## config.mk

```make
export PLATFORM = sky130hd
export DESIGN_NAME = hot_page_tiering
export DESIGN_NICKNAME = d
export VERILOG_FILES = /design/src/rtl/hot_tier_pkg.sv /design/src/rtl/hot_sweep_timer.sv /design/src/rtl/hot_promote_ctl.sv /design/src/rtl/hot_page_cell.sv /design/src/rtl/hot_page_tiering.sv
export SDC_FILE = /design/constraint.sdc
export NUM_CORES = 1
export LEC_CHECK = 0
export ABC_AREA = 0
export BUFFER_PORTS_ARGS = -buffer_cell sky130_fd_sc_hd__buf_2
export CORE_UTILIZATION = 37
export DETAILED_ROUTE_END_ITERATION = 6
export PLACE_DENSITY_LB_ADDON = 0.12
export SYNTH_ARGS = -nofsm -noshare
export SYNTH_HDL_FRONTEND = slang
export SYNTH_SLANG_ARGS = --single-unit
```

## constraint.sdc

```tcl
create_clock -name clk -period 22 [get_ports clk]
set_clock_uncertainty 0.05 [all_clocks]
set_input_delay 1.1 -clock clk [delete_from_list [all_inputs] [get_ports clk]]
set_output_delay 1.1 -clock clk [all_outputs]
set_load 0.01 [all_outputs]
```

## src/rtl/hot_tier_pkg.sv

```systemverilog
`timescale 1ns/1ps
// Package: shared tier encoding for the hot page tiering tracker.
// Assumes: codes 0..2 are decoded by the translator; code 3 is unused.
package hot_tier_pkg;
    typedef enum logic [1:0] {
        TIER_COARSE = 2'd0,
        TIER_WARM   = 2'd1,
        TIER_HOT    = 2'd2
    } tier_e;
endpackage

```

## src/rtl/hot_sweep_timer.sv

```systemverilog
`timescale 1ns/1ps
// Module: hot_sweep_timer
// Produces a one-cycle sweep strobe every `period` clock edges.
// Assumes: period may change at run time; a running count already at or
// beyond the new limit fires at once. Period 0 holds the timer idle.
module hot_sweep_timer #(
    parameter int PER_W = 8
) (
    input  logic             clk,
    input  logic             rst_n,
    input  logic [PER_W-1:0] period,
    output logic             tick
);
    localparam logic [PER_W-1:0] ONE = PER_W'(1);

    logic [PER_W-1:0] elapsed;

    // Strobe when the elapsed count reaches the last cycle of the period.
    always_comb tick = (period != '0) && (elapsed >= period - ONE);

    // Count cycles, restarting after each strobe or while disabled.
    always_ff @(posedge clk) begin
        if (!rst_n)
            elapsed <= '0;
        else if (period == '0 || tick)
            elapsed <= '0;
        else
            elapsed <= elapsed + ONE;
    end
endmodule

```

## src/rtl/hot_promote_ctl.sv

```systemverilog
`timescale 1ns/1ps
// Module: hot_promote_ctl
// Decides the next tier and count of the page being accessed.
// Assumes: at most one access per cycle; occupancies are the values
// before this cycle's sweep, so capacity is judged conservatively.
module hot_promote_ctl
    import hot_tier_pkg::*;
#(
    parameter int CNT_W    = 4,
    parameter int WARM_CAP = 4,
    parameter int HOT_CAP  = 2,
    parameter int WOCC_W   = 3,
    parameter int HOCC_W   = 2
) (
    input  tier_e              cur_tier,
    input  logic [CNT_W-1:0]   cur_cnt,
    input  logic [CNT_W-1:0]   thr_warm,
    input  logic [CNT_W-1:0]   thr_hot,
    input  logic [WOCC_W-1:0]  warm_occ,
    input  logic [HOCC_W-1:0]  hot_occ,
    output tier_e              nxt_tier,
    output logic [CNT_W-1:0]   nxt_cnt,
    output logic               promote
);
    localparam logic [CNT_W-1:0]  CNT_MAX  = '1;
    localparam logic [WOCC_W-1:0] WARM_LIM = WOCC_W'(WARM_CAP);
    localparam logic [HOCC_W-1:0] HOT_LIM  = HOCC_W'(HOT_CAP);

    logic [CNT_W-1:0] bumped;

    // Saturating increment followed by threshold and capacity decision.
    always_comb begin
        bumped   = (cur_cnt == CNT_MAX) ? cur_cnt : cur_cnt + CNT_W'(1);
        nxt_tier = cur_tier;
        nxt_cnt  = bumped;
        promote  = 1'b0;
        case (cur_tier)
            TIER_COARSE: if (bumped > thr_warm) begin
                if (warm_occ < WARM_LIM) begin
                    nxt_tier = TIER_WARM;
                    nxt_cnt  = '0;
                    promote  = 1'b1;
                end else begin
                    nxt_cnt  = thr_warm;
                end
            end
            TIER_WARM: if (bumped > thr_hot) begin
                if (hot_occ < HOT_LIM) begin
                    nxt_tier = TIER_HOT;
                    nxt_cnt  = '0;
                    promote  = 1'b1;
                end else begin
                    nxt_cnt  = thr_hot;
                end
            end
            default: ;
        endcase
    end
endmodule

```

## src/rtl/hot_page_cell.sv

```systemverilog
`timescale 1ns/1ps
// Module: hot_page_cell
// Holds tier, hit count and read/write recently-used flags of one page,
// merges an access, and applies the sweep to the merged state.
// Assumes: upd_tier/upd_cnt are meaningful only while sel is high.
module hot_page_cell
    import hot_tier_pkg::*;
#(
    parameter int CNT_W = 4
) (
    input  logic             clk,
    input  logic             rst_n,
    input  logic             sel,
    input  logic             is_wr,
    input  tier_e            upd_tier,
    input  logic [CNT_W-1:0] upd_cnt,
    input  logic             sweep,
    output tier_e            tier,
    output logic [CNT_W-1:0] cnt,
    output logic             drop_warm,
    output logic             drop_hot
);
    logic             rd_seen, wr_seen;
    tier_e            eff_tier;
    logic [CNT_W-1:0] eff_cnt;
    logic             eff_rd, eff_wr, stale;

    // State as it stands after this cycle's access, before the sweep.
    always_comb begin
        eff_tier  = sel ? upd_tier : tier;
        eff_cnt   = sel ? upd_cnt : cnt;
        eff_rd    = rd_seen | (sel & ~is_wr);
        eff_wr    = wr_seen | (sel & is_wr);
        stale     = sweep && (eff_tier != TIER_COARSE) && !eff_rd && !eff_wr;
        drop_warm = stale && (eff_tier == TIER_WARM);
        drop_hot  = stale && (eff_tier == TIER_HOT);
    end

    // Commit merged state; sweep demotes stale pages and clears flags.
    always_ff @(posedge clk) begin
        if (!rst_n) begin
            tier    <= TIER_COARSE;
            cnt     <= '0;
            rd_seen <= 1'b0;
            wr_seen <= 1'b0;
        end else begin
            tier    <= stale ? TIER_COARSE : eff_tier;
            cnt     <= stale ? '0 : eff_cnt;
            rd_seen <= sweep ? 1'b0 : eff_rd;
            wr_seen <= sweep ? 1'b0 : eff_wr;
        end
    end
endmodule

```

## src/rtl/hot_page_tiering.sv

```systemverilog
`timescale 1ns/1ps
// Module: hot_page_tiering (top)
// Classifies logical pages into coarse, warm and hot tiers from hit counts
// and recently-used flags; reports promotions and sweep demotions.
// Assumes: NUM_PAGES is a power of two; one access per cycle at most.
module hot_page_tiering
    import hot_tier_pkg::*;
#(
    parameter int NUM_PAGES = 16,
    parameter int CNT_W     = 4,
    parameter int WARM_CAP  = 4,
    parameter int HOT_CAP   = 2,
    parameter int PER_W     = 8,
    localparam int PAGE_W   = $clog2(NUM_PAGES)
) (
    input  logic                 clk,
    input  logic                 rst_n,
    input  logic                 acc_valid,
    input  logic [PAGE_W-1:0]    acc_page,
    input  logic                 acc_write,
    input  logic [CNT_W-1:0]     thr_warm,
    input  logic [CNT_W-1:0]     thr_hot,
    input  logic [PER_W-1:0]     sweep_period,
    input  logic [PAGE_W-1:0]    qry_page,
    output logic [1:0]           qry_tier,
    output logic [CNT_W-1:0]     qry_count,
    output logic                 promo_valid,
    output logic [PAGE_W-1:0]    promo_page,
    output logic [1:0]           promo_tier,
    output logic [NUM_PAGES-1:0] demo_mask
);
    localparam int WOCC_W = $clog2(WARM_CAP + 1);
    localparam int HOCC_W = $clog2(HOT_CAP + 1);

    tier_e                 cell_tier [NUM_PAGES];
    logic [CNT_W-1:0]      cell_cnt  [NUM_PAGES];
    logic [NUM_PAGES-1:0]  drop_warm_v, drop_hot_v;
    logic [WOCC_W-1:0]     warm_occ;
    logic [HOCC_W-1:0]     hot_occ;
    logic                  sweep;
    tier_e                 cur_tier, nxt_tier;
    logic [CNT_W-1:0]      cur_cnt, nxt_cnt;
    logic                  promote, promo_hit, into_warm, outof_warm;

    hot_sweep_timer #(.PER_W(PER_W)) u_timer (
        .clk(clk), .rst_n(rst_n), .period(sweep_period), .tick(sweep)
    );

    // Select the accessed page's current state for the decision logic.
    always_comb begin
        cur_tier   = cell_tier[acc_page];
        cur_cnt    = cell_cnt[acc_page];
        promo_hit  = acc_valid && promote;
        into_warm  = promo_hit && (cur_tier == TIER_COARSE);
        outof_warm = promo_hit && (cur_tier == TIER_WARM);
    end

    hot_promote_ctl #(
        .CNT_W(CNT_W), .WARM_CAP(WARM_CAP), .HOT_CAP(HOT_CAP),
        .WOCC_W(WOCC_W), .HOCC_W(HOCC_W)
    ) u_ctl (
        .cur_tier(cur_tier), .cur_cnt(cur_cnt),
        .thr_warm(thr_warm), .thr_hot(thr_hot),
        .warm_occ(warm_occ), .hot_occ(hot_occ),
        .nxt_tier(nxt_tier), .nxt_cnt(nxt_cnt), .promote(promote)
    );

    for (genvar g = 0; g < NUM_PAGES; g++) begin : g_page
        logic page_sel;
        assign page_sel = acc_valid && (acc_page == PAGE_W'(g));
        hot_page_cell #(.CNT_W(CNT_W)) u_cell (
            .clk(clk), .rst_n(rst_n), .sel(page_sel), .is_wr(acc_write),
            .upd_tier(nxt_tier), .upd_cnt(nxt_cnt), .sweep(sweep),
            .tier(cell_tier[g]), .cnt(cell_cnt[g]),
            .drop_warm(drop_warm_v[g]), .drop_hot(drop_hot_v[g])
        );
    end

    // Track table occupancy from promotions in and sweep demotions out.
    always_ff @(posedge clk) begin
        if (!rst_n) begin
            warm_occ <= '0;
            hot_occ  <= '0;
        end else begin
            warm_occ <= warm_occ + WOCC_W'(into_warm) - WOCC_W'(outof_warm)
                        - WOCC_W'($countones(drop_warm_v));
            hot_occ  <= hot_occ + HOCC_W'(outof_warm)
                        - HOCC_W'($countones(drop_hot_v));
        end
    end

    // Register the promote and demote events for the translator.
    always_ff @(posedge clk) begin
        if (!rst_n) begin
            promo_valid <= 1'b0;
            promo_page  <= '0;
            promo_tier  <= 2'd0;
            demo_mask   <= '0;
        end else begin
            promo_valid <= promo_hit;
            promo_page  <= acc_page;
            promo_tier  <= nxt_tier;
            demo_mask   <= drop_warm_v | drop_hot_v;
        end
    end

    // Report the queried page's tier and count directly from the cells.
    always_comb begin
        qry_tier  = cell_tier[qry_page];
        qry_count = cell_cnt[qry_page];
    end
endmodule

```

==> results of run 1 <==
==> layout make-up <==
class	instances	area, sq um
Clock inverter	10	100
Timing Repair Buffer	77	438
Fill cell	2403	14100
Sequential cell	164	3280
Tap cell	324	405
Multi-Input combinational cell	710	5670
Inverter	35	131
Clock buffer	21	450
==> layer usage <==
metal / share of wire / up-vias
met3: 0.063 / 49
met4: 0.028 / 4
met5: 0.00083 / -
met1: 0.48 / 3717
li1: - / 3653
met2: 0.43 / 299
==> cell families (layout without fill, tap and decap cells) <==
family / count (synthesis) / after routing / share of synthesized area
compound gates: 196 / 196 / 0.157
xor+xnor: 46 / 46 / 0.0429
fa+ha+maj: 54 / 54 / 0.0848
buf+inv: 99 / 143 / 0.0488
flops: 164 / 164 / 0.350
mux: 67 / 67 / 0.139
simple gates: 347 / 347 / 0.177
==> registers in the layout (all words and copies together) (netlist names) <==
register	flops
demo_mask	16
g_page.u_cell.cnt	64
g_page.u_cell.rd_seen	16
g_page.u_cell.tier	32
g_page.u_cell.wr_seen	16
hot_occ	2
promo_page	4
promo_tier	2
promo_valid	1
u_timer.elapsed	8
warm_occ	3
==> placed cells by master (no fill, tap or decap), types with 17 or more instances in the layout <==
cell type,count
a21oi_1,37
a311oi_1,64
buf_2,56
buf_4,21
clkbuf_16,17
dfxtp_1,164
ha_1,38
inv_1,35
mux4_2,49
nand2_1,50
nand3_1,25
nor2_1,175
nor3_1,24
nor4b_1,21
o21ai_0,21
xnor2_1,21
xor2_1,25
==> worst reg2reg max path: cells and delay by family (launching register included) <==
family                     cells  cell delay [ns]
AOI/OAI and AO/OA              6             1.79
xor gates and xnor gates       4             0.63
adders and majority gates      8             3.09
buffers and inverters          3             0.22
DFF                            1             0.35
muxes                          1             0.46
and+or+nand+nor                5             0.57
==> stage by stage <==
stage	util	worst slack, ns	power [uW]	cells	cell area (sq um)
4_1_cts	0.426	13.76	688	1341	10500
2_1_floorplan	-	14.16	375	973	9380
5_1_grt	0.426	13.36	710	1341	10500
3_3_place_gp	0.403	13.47	398	1310	9920
3_5_place_dp	0.403	13.28	399	1310	9920
6_report	0.426	13.80	682	1341	10500
==> where the power goes <==
| group | internal [uW] | switching [uW] | total [uW] |
|---|---|---|---|
| clock network | 159 | 130 | 290 |
| logic | 31.8 | 49.7 | 81.5 |
| registers | 304 | 7.27 | 311 |
==> worst min-delay path by stage <==
stage / slack [ns] / from / end
final: 0.42 / g_page[14].u_cell.rd_seen / g_page[14].u_cell.rd_seen
after global routing: 0.44 / g_page[1].u_cell.rd_seen / g_page[1].u_cell.rd_seen
after CTS: 0.43 / g_page[15].u_cell.rd_seen / g_page[15].u_cell.rd_seen
after detailed placement: 0.41 / g_page[11].u_cell.rd_seen / g_page[11].u_cell.rd_seen
after global placement: 0.40 / g_page[2].u_cell.rd_seen / g_page[2].u_cell.rd_seen
after floorplan: 0.39 / g_page[0].u_cell.wr_seen / g_page[0].u_cell.wr_seen
==> metrics.txt, run 1 <==
M1 GR Usage=0.334; fin crit share=0.373; Iter 0 DRT Violations=between 600 and 700; worst vdd ir=around 44 uV; total die area=~26000 sq um; CTS Buf Count=17; antenna cell count=0; post-synthesis sequential area ratio=0.350; Worst-Skew Late Latency=0.44 ns; Lkg Pwr=approximately 0.004 uW; setup TNS=0 ns; wire per inst=21.7 um; Critical Path Max Stage Delay=approximately 0.63 ns; hold-critical path depth=2; Area contributors post-synth=dfxtp_1 35%, mux4_2 12%, nor2_1 7.0%; Setup Crit Path Kind=primary input to flip-flop; Max Fclk=roughly 120 MHz; CP Data Required Time=between 20 and 25 ns; final RePlAce weighted congestion=approximately 0.85; final hold vios=0; initial antenna violation count=2; WHS=between 0.4 and 0.5 ns; CTS tree=built; Synth Cell Area=between 9000 and 10000 sq um; met2 Track Usage GR=0.340; reg-to-reg endpoint=warm_occ[2]; max_slew headroom=0.169; Cells after Synth=roughly 970; Post-synth EDFFs=0; Syn Area/Cell=9.64 sq um; Crit path depth=27; Slew Viols, Final=0; largest area contributor in the netlist=dfxtp_1; Initial Utilization=0.381; fraction of layout instances using a drive strength above 1=0.175; CP delay by family, top=adder cells; worst r2r src=g_page[2].u_cell.cnt[0]; final net count=between 1k and 1.5k; layer with the highest usage=met2; critical path arrival=roughly 8.5 ns; DR vias/cell=5.76; post-synth top area share=0.350; top cells by count, synth=176 x nor2_1, 164 x dfxtp_1, 64 x a311oi_1; Die Ht=~160 um; largest net degree at the start of global routing=41; MaxCap Viol Count=0; crit path buf inv count=3; vias in the first global route=approximately 7.5k; post_cts resized=0; yosys warns=0; DP HPWL=approximately 21000 um; WL final=29100 um; Post CTS Setup Buffer Count=0; Hold Crit Class=flip-flop to flip-flop; Post-synth top flop=dfxtp_1; met3 usage in global routing=0.0424; critical path's slowest cell=mux4_1; CTS sink count=164; asr flop ratio synth=0; Crit. Startpoint=acc_page[1]; r2r worst-path depth=27; via count=7722; clock root buffer=clkbuf_16; GRT Total Usage=0.231; Area growth, synth to finish=11.6%; Crit. End Element=flip-flop; critical path launch point type=primary input; Synth cell types=60; cell row count=57; die width=about 160 um; clock slew seen by the registers of the worst setup and hold paths=around 0.07 ns; status=completed; post-synthesis net count=approximately 1.1k; Final setup viols=0; cell repeated most along the worst path=fa_1; core area=roughly 25000 sq um; Longest Clk Path Bufs=2; R2R Setup Slk=roughly 15 ns; worst slew pin tran=1.24 ns; number of port buffers=56; first-pass GRT wire length=45200 um; htree depth=4; Worst Setup EP=warm_occ[2]; first-pass detailed-route iteration total=5; crit path time final=8.20 ns; most common cell in the netlist=nor2_1; register bit total from synthesis=between 150 and 200; remaining global-route overflow=0; drt drc=0; Post-DRT Antenna Nets=0; pwr dens=roughly 65 nW/um^2; worst-path fanout max=29; Boundary Pins=57; hold_buf cts=0; RSZ-0062 raised after global routing=false
Note: power is estimated with default switching activity, not from simulation.
==> inputs of run 2 (changes only) <==
ABC_AREA = 1   (was 0)
clock period = 7.3 ns   (was 22 ns; I/O delays follow)
==> metrics.txt, run 2 <==
worst-path fanout max=7 (-76%); Crit. End Element=flip-flop; reg-to-reg endpoint=warm_occ[2]; largest reg by FF count=g_page.u_cell.cnt; critical path arrival=7.08 ns (-1.38 ns); cell repeated most along the worst path=nand2_1; Post-DRT Antenna Nets=0 (unchanged); WL final=37600 um (+29%); clock slew seen by the registers of the worst setup and hold paths=0.07 ns (about the same); crit path time final=6.79 ns; final hold vios=0 (unchanged); critical path launch point type=flip-flop; CTS Buf Count=17 (unchanged); max reg flops=64 (unchanged); status=completed; Boundary Pins=57 (unchanged); hold-critical path depth=3 (+1); DR vias/cell=5.17 (-10%); die width=172 um (+6.5%); Area contributors post-synth=dfxtp_1 31%, nand2_1 15%, nor2_1 8.6%; Syn Area/Cell=6.47 sq um (-33%); Die Ht=172 um (+6.5%); yosys warns=0 (unchanged); Area growth, synth to finish=12.4%; Iter 0 DRT Violations=1132 (+62%); register bit total from synthesis=164 (unchanged); Flop pwr share=0.424 (-0.032); Critical Path Max Stage Delay=0.57 ns (-0.06 ns); crit path buf inv count=6 (+3); remaining global-route overflow=0 (unchanged); GRT Total Usage=0.259 (+0.0278); hold_buf cts=0 (unchanged); Hold Crit Class=primary input to flip-flop; asr flop ratio synth=0 (unchanged); Post-synth top flop=dfxtp_1; initial antenna violation count=1 (-1); Max Fclk=about 150 MHz; largest net degree at the start of global routing=81 (+98%); CTS sink count=164 (unchanged); Synth Cell Area=10700 sq um (+14%); Slew Viols, Final=0 (unchanged); Worst-Skew Late Latency=0.45 ns (about the same); r2r worst-path depth=40 (+48%); Setup Crit Path Kind=flip-flop to flip-flop; fin crit share=0.930; total die area=29500 sq um (+14%); R2R Setup Slk=0.51 ns (-14.21 ns); Pint=1530 uW (+210%); critical path's slowest cell=fa_1; pwr dens=185 nW/um^2 (+180%); most common cell after layout, fill and taps aside=nand2_1; first-pass detailed-route iteration total=6 (+1); MaxCap Viol Count=0 (unchanged); largest area contributor in the netlist=dfxtp_1; Worst Min Path Start=acc_page[3]; clock root buffer=clkbuf_16; core area=28100 sq um (+14%); Longest Clk Path Bufs=2 (unchanged); P_sw=686 uW (+270%); WHS=0.178 ns (-0.244 ns); CTS tree=built; worst r2r src=g_page[1].u_cell.cnt[1]; Overall Power=2210 uW (+220%); drt drc=0 (unchanged); vias in the first global route=9656 (+29%); Cells after Synth=1649 (+69%); top cells by count, synth=420 x nand2_1, 245 x nor2_1, 211 x inv_1; worst slew pin tran=1.14 ns (-0.0930 ns); commonest cells after routing, fill and taps aside=415 x nand2_1, 244 x nor2_1, 211 x inv_1; power share of the combinational group=0.161 (+0.042); most common cell in the netlist=nand2_1; Post-synth EDFFs=0 (unchanged); fraction of layout instances using a drive strength above 1=0.121 (-0.0543); post-synth top area share=0.308 (-0.0421); post-synthesis sequential area ratio=0.308 (-0.0421); first-pass GRT wire length=56500 um (+25%); largest registers=g_page.u_cell.cnt: 64 flops, g_page.u_cell.tier: 32 flops; post-synthesis net count=1731 (+64%); DP HPWL=27700 um (+29%); setup TNS=0 ns (unchanged); cell row count=61 (+7.0%); final net count=1775 (+63%); Initial Utilization=0.380 (-0.00153); Lkg Pwr=0.00619 uW (+55%); antenna cell count=0 (unchanged); CP delay by family, top=adder cells; wire per inst=18.0 um (-17%); Sw Share=0.310 (+0.0358); via count=10.8k (+39%); Clk pwr share=0.415 (-0.009); htree depth=4 (unchanged); number of port buffers=56 (unchanged); Synth cell types=41 (-32%); CP Data Required Time=7.59 ns (-14.67 ns); worst vdd ir=159 uV (+260%); final RePlAce weighted congestion=0.890 (+5.3%); Final setup viols=0 (unchanged); max_slew headroom=0.236 (+0.0672); WHS Endpoint=promo_page[3]
-- run 2: worst reg2reg max path: cells and delay by family, from the launching register on --
kind | cells | cell delay (ns)
AOI/OAI and AO/OA | 1 | 0.07
DFF | 1 | 0.47
adders and majority gates | 8 | 3.08
xor gates and xnor gates | 3 | 0.49
and+or+nand+nor | 22 | 1.97
buffers and inverters | 6 | 0.56
-- run 2: how the worst max path moves through the flow --
stage / start / endpoint / slack, ns / depth (start not counted)
2_1_floorplan: acc_page[0] / warm_occ[2] / 0.52 / 45
3_3_place_gp: acc_page[0] / warm_occ[2] / 0.14 / 44
3_5_place_dp: acc_page[0] / warm_occ[2] / 0.02 / 44
4_1_cts: g_page[15].u_cell.cnt[0] / warm_occ[2] / 0.36 / 42
5_1_grt: g_page[14].u_cell.cnt[0] / warm_occ[2] / -0.02 / 43
6_report: g_page[1].u_cell.cnt[1] / warm_occ[2] / 0.51 / 40
-- run 2: cell type report --
class / instances / area, sq um
fillers: 3089 / 16100
multi-input cells: 1205 / 6240
flip-flops and latches: 164 / 3280
inverters: 215 / 810
repair buffers: 90 / 603
well taps: 378 / 473
clock buffers: 19 / 443
clock inverters: 13 / 136
-- run 2: kinds of logic (layout without fill, tap and decap cells) --
family | count (synthesis) | count (layout) | share of synthesized area
adders and majority gates | 54 | 54 | 0.0746
buffers and inverters | 281 | 337 | 0.112
xor gates and xnor gates | 29 | 29 | 0.0238
AOI/OAI and AO/OA | 182 | 182 | 0.0949
DFF | 164 | 164 | 0.308
and+or+nand+nor | 939 | 940 | 0.387
-- run 2: what timing repair did --
action | CTS | global route
buffers inserted | 0 | 8
gates resized for setup | 0 | 11
endpoints found under the setup margin | 0 | 1
-- run 2: power groups by stage --
stage	combinational [uW]	sequential [uW]	clock (uW)
final	357	939	918
after detailed placement	334	959	0
after floorplan	236	950	0
after global routing	397	940	964
after CTS	336	938	932
after global placement	333	959	0
-- run 2: routing by layer --
metal / up-vias / share of wire / wire (um) / track usage
li1: 5338 / - / - / -
met1: 5049 / 0.49 / 18500 / 0.385
met2: 343 / 0.42 / 15700 / 0.378
met3: 39 / 0.072 / 2700 / 0.0525
met4: 2 / 0.015 / 580 / 0.0619
met5: - / 0.00035 / 13 / 0
-- run 2: through the flow --
step	setup slack, ns	instance area (sq um)	instances	utilization
floorplan	0.522	10700	1649	-
global placement	0.142	11200	2042	0.401
detailed placement	0.0229	11200	2042	0.401
CTS	0.355	11800	2074	0.421
global route	-0.0243	12000	2084	0.427
finish	0.514	12000	2084	0.427
